`src/rtl/dsa_pkg.sv`:
```
package dsa_pkg;
   typedef enum logic [1:0] {
      OWN_NONE = 2'd0,
      OWN_CPU  = 2'd1,
      OWN_BLT  = 2'd2,
      OWN_BPL  = 2'd3
   } owner_e;

   typedef struct packed {
      logic bpl;
      logic blt;
      logic cpu;
   } grant_t;

   function automatic grant_t owner_to_grant(owner_e o);
      grant_t g;
      g.cpu = (o == OWN_CPU);
      g.blt = (o == OWN_BLT);
      g.bpl = (o == OWN_BPL);
      return g;
   endfunction
endpackage

```
`src/rtl/dsa_parity.sv`:
```
module dsa_parity (
   input  logic clk,
   input  logic rst,
   output logic odd_now
);
   logic odd_q;

   always_ff @(posedge clk) begin
      if (rst) odd_q <= 1'b0;
      else     odd_q <= ~odd_q;
   end

   assign odd_now = odd_q;
endmodule

```
`src/rtl/dsa_depth.sv`:
```
module dsa_depth #(
   parameter int PLANE_W    = 3,
   parameter int LORES_DEEP = 5,
   parameter int HIRES_DEEP = 3,
   parameter bit FETCH_EN   = 1'b1
) (
   input  logic [PLANE_W-1:0] plane_cnt,
   input  logic               hires,
   input  logic               fetch_win,
   output logic               claim
);
   localparam int PLANE_MAX = (1 << PLANE_W) - 1;

   if (LORES_DEEP < 1 || LORES_DEEP > PLANE_MAX) begin : g_bad_lores
      $error("LORES_DEEP outside plane count range");
   end
   if (HIRES_DEEP < 1 || HIRES_DEEP > PLANE_MAX) begin : g_bad_hires
      $error("HIRES_DEEP outside plane count range");
   end

   localparam logic [PLANE_W-1:0] LO_TH = PLANE_W'(LORES_DEEP);
   localparam logic [PLANE_W-1:0] HI_TH = PLANE_W'(HIRES_DEEP);

   if (FETCH_EN) begin : g_fetch
      logic deep;
      always_comb begin
         if (hires) deep = (plane_cnt >= HI_TH);
         else       deep = (plane_cnt >= LO_TH);
      end
      assign claim = fetch_win & deep;
   end else begin : g_nofetch
      logic unused_in;
      assign unused_in = ^{plane_cnt, hires, fetch_win};
      assign claim     = 1'b0;
   end
endmodule

```
`src/rtl/dsa_starve.sv`:
```
module dsa_starve #(
   parameter int STARVE_W    = 6,
   parameter int YIELD_AFTER = 3
) (
   input  logic                clk,
   input  logic                rst,
   input  logic                even_slot,
   input  logic                cpu_req,
   input  logic                cpu_won,
   output logic [STARVE_W-1:0] cnt,
   output logic                yield
);
   localparam int CNT_MAX = (1 << STARVE_W) - 1;

   if (YIELD_AFTER < 1 || YIELD_AFTER > CNT_MAX) begin : g_bad_yield
      $error("YIELD_AFTER must fit in the starvation counter");
   end

   localparam logic [STARVE_W-1:0] MAXV = STARVE_W'(CNT_MAX);
   localparam logic [STARVE_W-1:0] YTH  = STARVE_W'(YIELD_AFTER);

   logic [STARVE_W-1:0] cnt_q;

   always_ff @(posedge clk) begin
      if (rst)                     cnt_q <= '0;
      else if (!cpu_req)           cnt_q <= '0;
      else if (even_slot) begin
         if (cpu_won)              cnt_q <= '0;
         else if (cnt_q != MAXV)   cnt_q <= cnt_q + 1'b1;
      end
   end

   assign cnt   = cnt_q;
   assign yield = (cnt_q >= YTH);
endmodule

```
`src/rtl/dsa_pick.sv`:
```
module dsa_pick
   import dsa_pkg::*;
(
   input  logic   odd_slot,
   input  logic   bpl_claim,
   input  logic   blt_req,
   input  logic   blt_pri,
   input  logic   cpu_req,
   input  logic   cpu_yield,
   output owner_e owner
);
   always_comb begin
      owner = OWN_NONE;
      if (!odd_slot) begin
         if (bpl_claim)                         owner = OWN_BPL;
         else if (blt_req && (blt_pri || !(cpu_req && cpu_yield)))
                                                owner = OWN_BLT;
         else if (cpu_req)                      owner = OWN_CPU;
      end
   end
endmodule

```
`src/rtl/dsa_slot_arbiter.sv`:
```
module dsa_slot_arbiter
   import dsa_pkg::*;
#(
   parameter int PLANE_W     = 3,
   parameter int LORES_DEEP  = 5,
   parameter int HIRES_DEEP  = 3,
   parameter int STARVE_W    = 6,
   parameter int YIELD_AFTER = 3,
   parameter bit FETCH_EN    = 1'b1
) (
   input  logic                clk,
   input  logic                rst,
   input  logic                cpu_req,
   input  logic                blt_req,
   input  logic                blt_pri,
   input  logic [PLANE_W-1:0]  plane_cnt,
   input  logic                hires,
   input  logic                fetch_win,
   output logic                gnt_cpu,
   output logic                gnt_blt,
   output logic                gnt_bpl,
   output logic                slot_odd,
   output logic [STARVE_W-1:0] starve_cnt
);
   logic   odd_now;
   logic   claim;
   logic   yield;
   owner_e owner;
   grant_t gnt_d, gnt_q;
   logic   odd_q;

   dsa_parity u_parity (
      .clk     (clk),
      .rst     (rst),
      .odd_now (odd_now)
   );

   dsa_depth #(
      .PLANE_W    (PLANE_W),
      .LORES_DEEP (LORES_DEEP),
      .HIRES_DEEP (HIRES_DEEP),
      .FETCH_EN   (FETCH_EN)
   ) u_depth (
      .plane_cnt (plane_cnt),
      .hires     (hires),
      .fetch_win (fetch_win),
      .claim     (claim)
   );

   dsa_pick u_pick (
      .odd_slot  (odd_now),
      .bpl_claim (claim),
      .blt_req   (blt_req),
      .blt_pri   (blt_pri),
      .cpu_req   (cpu_req),
      .cpu_yield (yield),
      .owner     (owner)
   );

   assign gnt_d = owner_to_grant(owner);

   dsa_starve #(
      .STARVE_W    (STARVE_W),
      .YIELD_AFTER (YIELD_AFTER)
   ) u_starve (
      .clk       (clk),
      .rst       (rst),
      .even_slot (~odd_now),
      .cpu_req   (cpu_req),
      .cpu_won   (gnt_d.cpu),
      .cnt       (starve_cnt),
      .yield     (yield)
   );

   always_ff @(posedge clk) begin
      if (rst) begin
         gnt_q <= '0;
         odd_q <= 1'b1;
      end else begin
         gnt_q <= gnt_d;
         odd_q <= odd_now;
      end
   end

   assign gnt_cpu  = gnt_q.cpu;
   assign gnt_blt  = gnt_q.blt;
   assign gnt_bpl  = gnt_q.bpl;
   assign slot_odd = odd_q;
endmodule

```
`config.mk`:
```
export PLATFORM = sky130hd
export DESIGN_NAME = dsa_slot_arbiter
export DESIGN_NICKNAME = d
export VERILOG_FILES = /design/src/rtl/dsa_pkg.sv /design/src/rtl/dsa_parity.sv /design/src/rtl/dsa_depth.sv /design/src/rtl/dsa_starve.sv /design/src/rtl/dsa_pick.sv /design/src/rtl/dsa_slot_arbiter.sv
export SDC_FILE = /design/constraint.sdc
export NUM_CORES = 1
export LEC_CHECK = 0
export ABC_AREA = 1
export ABC_CLOCK_PERIOD_IN_PS = 2200
export CAP_MARGIN = 25
export CORE_AREA = 3 3 40 42
export DETAILED_ROUTE_END_ITERATION = 8
export DIE_AREA = 0 0 43 45
export GPL_TIMING_DRIVEN = 1
export PLACE_DENSITY_LB_ADDON = 0.1
export SYNTH_ARGS = -nofsm -noshare
export SYNTH_HDL_FRONTEND = slang
export SYNTH_SLANG_ARGS = --single-unit
```
`constraint.sdc`:
```
create_clock -name clk -period 2.2 [get_ports clk]
set_input_delay 0.33 -clock clk [delete_from_list [all_inputs] [get_ports clk]]
set_output_delay 0.33 -clock clk [all_outputs]
set_load 0.02 [all_outputs]
```
==> summary.txt <==
Run status
  • Status: finished clean

Routing
  • Initial DRT Pass Iterations: 5
  • Via density: 4.67
  • Routed Antenna Nets: 0
  • Starting DRT DRC Count: 11
  • Via count: 500
  • Drt wl/cell: 9.93 um
  • Post-route DRC: 0
  • Final wirelength: 1060 um

Floorplanning
  • Die Span X: 43 um
  • CORE AREA: 1280 um2
  • Die H: 45 um
  • Starting density of the core: 0.411
  • Row cnt: 13
  • Die area: 1940 um2
  • Ports: 20

Timing
  • Final Hold Viols: 0
  • Setup Viol. Count Final: 0
  • Final slew viol count: 0
  • RSZ-0062 raised after global routing: no
  • Final Skew: 0.00250 ns
  • Worst-margin pin slew: 0.238 ns
  • Fmax: 592 MHz
  • Min Tclk post-route: 1.69 ns
  • Fin crit share: 0.768
  • Setup TNS: 0 ns
  • Worst slew margin: 0.841

Logic synthesis
  • Synth top area share: 0.417
  • Sequential fraction of the synthesis area: 0.417
  • Syn Std Cell Area: 528 um2
  • Mean Syn Cell Area: 7.54 um2
  • Synth Instances: 70
  • #FFs+latches synth: 11
  • Area leader, netlist: dfxtp_1
  • Library cells used by synthesis: 15
  • Yosys warns: 0
  • Synth area leaders: dfxtp_1, nand3_1, nor2_1
  • Syn_nets: 81

Worst setup path
  • Crit path DAT: 1.36 ns
  • CP top delay family: buffers and inverters
  • Startpoint Class: flop
  • Reg-to-reg startpoint: u_starve.cnt[0]
  • Critical Path Slowest Stage Cell: clkdlybuf4s50_1
  • CP endpoint kind: output pin
  • Worst Reg2Reg Path Length in Cells: 8
  • Worst path max stage delay: 0.65 ns
  • Critical Path RT: 1.87 ns
  • Critical path class: flop to output pin
  • Worst path cell trace: clkdlybuf4s50_1
  • R2R Setup Slk: 0.71 ns
  • RR Endpoint: u_starve.cnt[2]
  • Worst path bufs/invs: 1
  • CP Max Fanout: 6

Clock tree
  • CTS Hold Buffers Added: 0
  • H-tree depth: 1
  • # clock sinks: 11
  • TritonCTS clock tree: built
  • # Post-CTS Setup Buffers: 0
  • PostCTS Resize Cnt: 0
  • Worst skew pair latency: 0.26 ns
  • Clock transition at path regs: 0.07 ns
  • CTS buffer count: 3
  • CTS root buf: clkbuf_4
  • Clock tree buffer depth: 2

Cells and area
  • Share of post-route cells with drive strength above 1: 0.0761
  • Design area: 752 um2
  • Fill cell count: 120
  • # nets final: 104
  • Antenna diodes: 0
  • Commonest cells after routing, fill and taps aside: clkdlybuf4s50_1, nor2_1, nand3_1
  • Synthesis-to-layout area growth: 42.4%
  • Non-Filler Instances: 107
  • Commonest non-fill, non-tap cell in the layout: clkdlybuf4s50_1

Power and ir drop
  • PD cells: 542 nW/um2
  • Total chip power: 0.000407 W
  • Lkg Pwr: 0.313 nW
  • Worst vdd ir: 0.000212 V

GRT
  • First-pass GRT wire length: 1680 um
  • Overflow after GRT: 0
  • All-layer global routing usage: 0.119
  • Largest net degree at the start of global routing: 13
  • Antenna violations before repair: 0
  • Vias in the first global route: 414

Hold path
  • Hold Path End: u_parity.odd_now
  • Hold_sp: u_parity.odd_now
  • Hold WC Path Type: flop to flop
  • Hold path depth: 1

Flow run
  • MaxCap Viol Count: 0

Placement
  • Gpl congestion: 0.757
  • Placed insts: 103
  • Port Buffer Count: 19
  • Dpl cell area: 726 um2
  • Dpl hpwl: 783 um
-- logic make-up (layout without fill, tap and decap cells) --
group                      after synthesis  after routing  share of synthesized area
DFF                                     11             11                      0.417
adders and majority gates                1              1                     0.0237
and+or+nand+nor                         35             35                      0.303
xor gates and xnor gates                 4              4                     0.0664
AOI/OAI and AO/OA                        8              8                     0.0972
buffers and inverters                   11             33                     0.0924
-- sequential cells by signal, indices dropped and copies added, names as in the netlist --
register and cells:
gnt_blt 1, slot_odd 1, u_starve.cnt 6, u_parity.odd_now 1, gnt_cpu 1, gnt_bpl 1
-- worst max path at each step --
stage	slack (ns)	endpoint	cells after the start	start
2_1_floorplan	0.75	u_starve.cnt[1]	8	u_starve.cnt[0]
3_3_place_gp	0.56	u_starve.cnt[0]	6	plane_cnt[0]
5_1_grt	0.47	starve_cnt[3]	1	u_starve.cnt[3]
4_1_cts	0.51	starve_cnt[3]	1	u_starve.cnt[3]
3_5_place_dp	0.51	u_starve.cnt[0]	6	plane_cnt[0]
6_report	0.51	starve_cnt[3]	1	u_starve.cnt[3]
-- metrics by stage --
step	utilization	hold slack [ns]	setup WS, ns
final	0.585	0.475	0.510
after global routing	0.585	0.503	0.469
after CTS	0.585	0.479	0.513
after detailed placement	0.565	0.468	0.514
after global placement	0.565	0.470	0.563
after floorplan	-	0.402	0.745
-- layer usage --
metal | up-vias | wire (um) | GRT usage
met5 | - | 0 | 0
met4 | 0 | 11 | 0.0723
met3 | 2 | 62 | 0.0359
met2 | 14 | 489 | 0.183
met1 | 217 | 500 | 0.147
li1 | 267 | - | -
-- cell usage after synthesis, drive strengths merged --
cell type,number
xor2,2
nor2,12
dfxtp,11
and3,1
ha,1
xnor2,2
buf,1
inv,10
a21oi,6
nand2,9
nand3,13
o21ai,2
-- power breakdown --
group          total [W]  internal [W]  leakage (nW)  switching [W]
Clock           0.000136     0.0000700        0.0150      0.0000662
Sequential      0.000209      0.000206        0.0898     0.00000366
Combinational  0.0000619     0.0000319         0.208      0.0000300
-- area by class of cell --
cell class / count / area [um2] / share of cell area
repair buffers: 19 / 190 / 0.253
well taps: 15 / 18.8 / 0.0250
clock buffers: 4 / 26.3 / 0.0349
multi-input cells: 48 / 259 / 0.344
flip-flops and latches: 11 / 220 / 0.293
inverters: 10 / 37.5 / 0.0499
(Power assumes the default switching activity.)
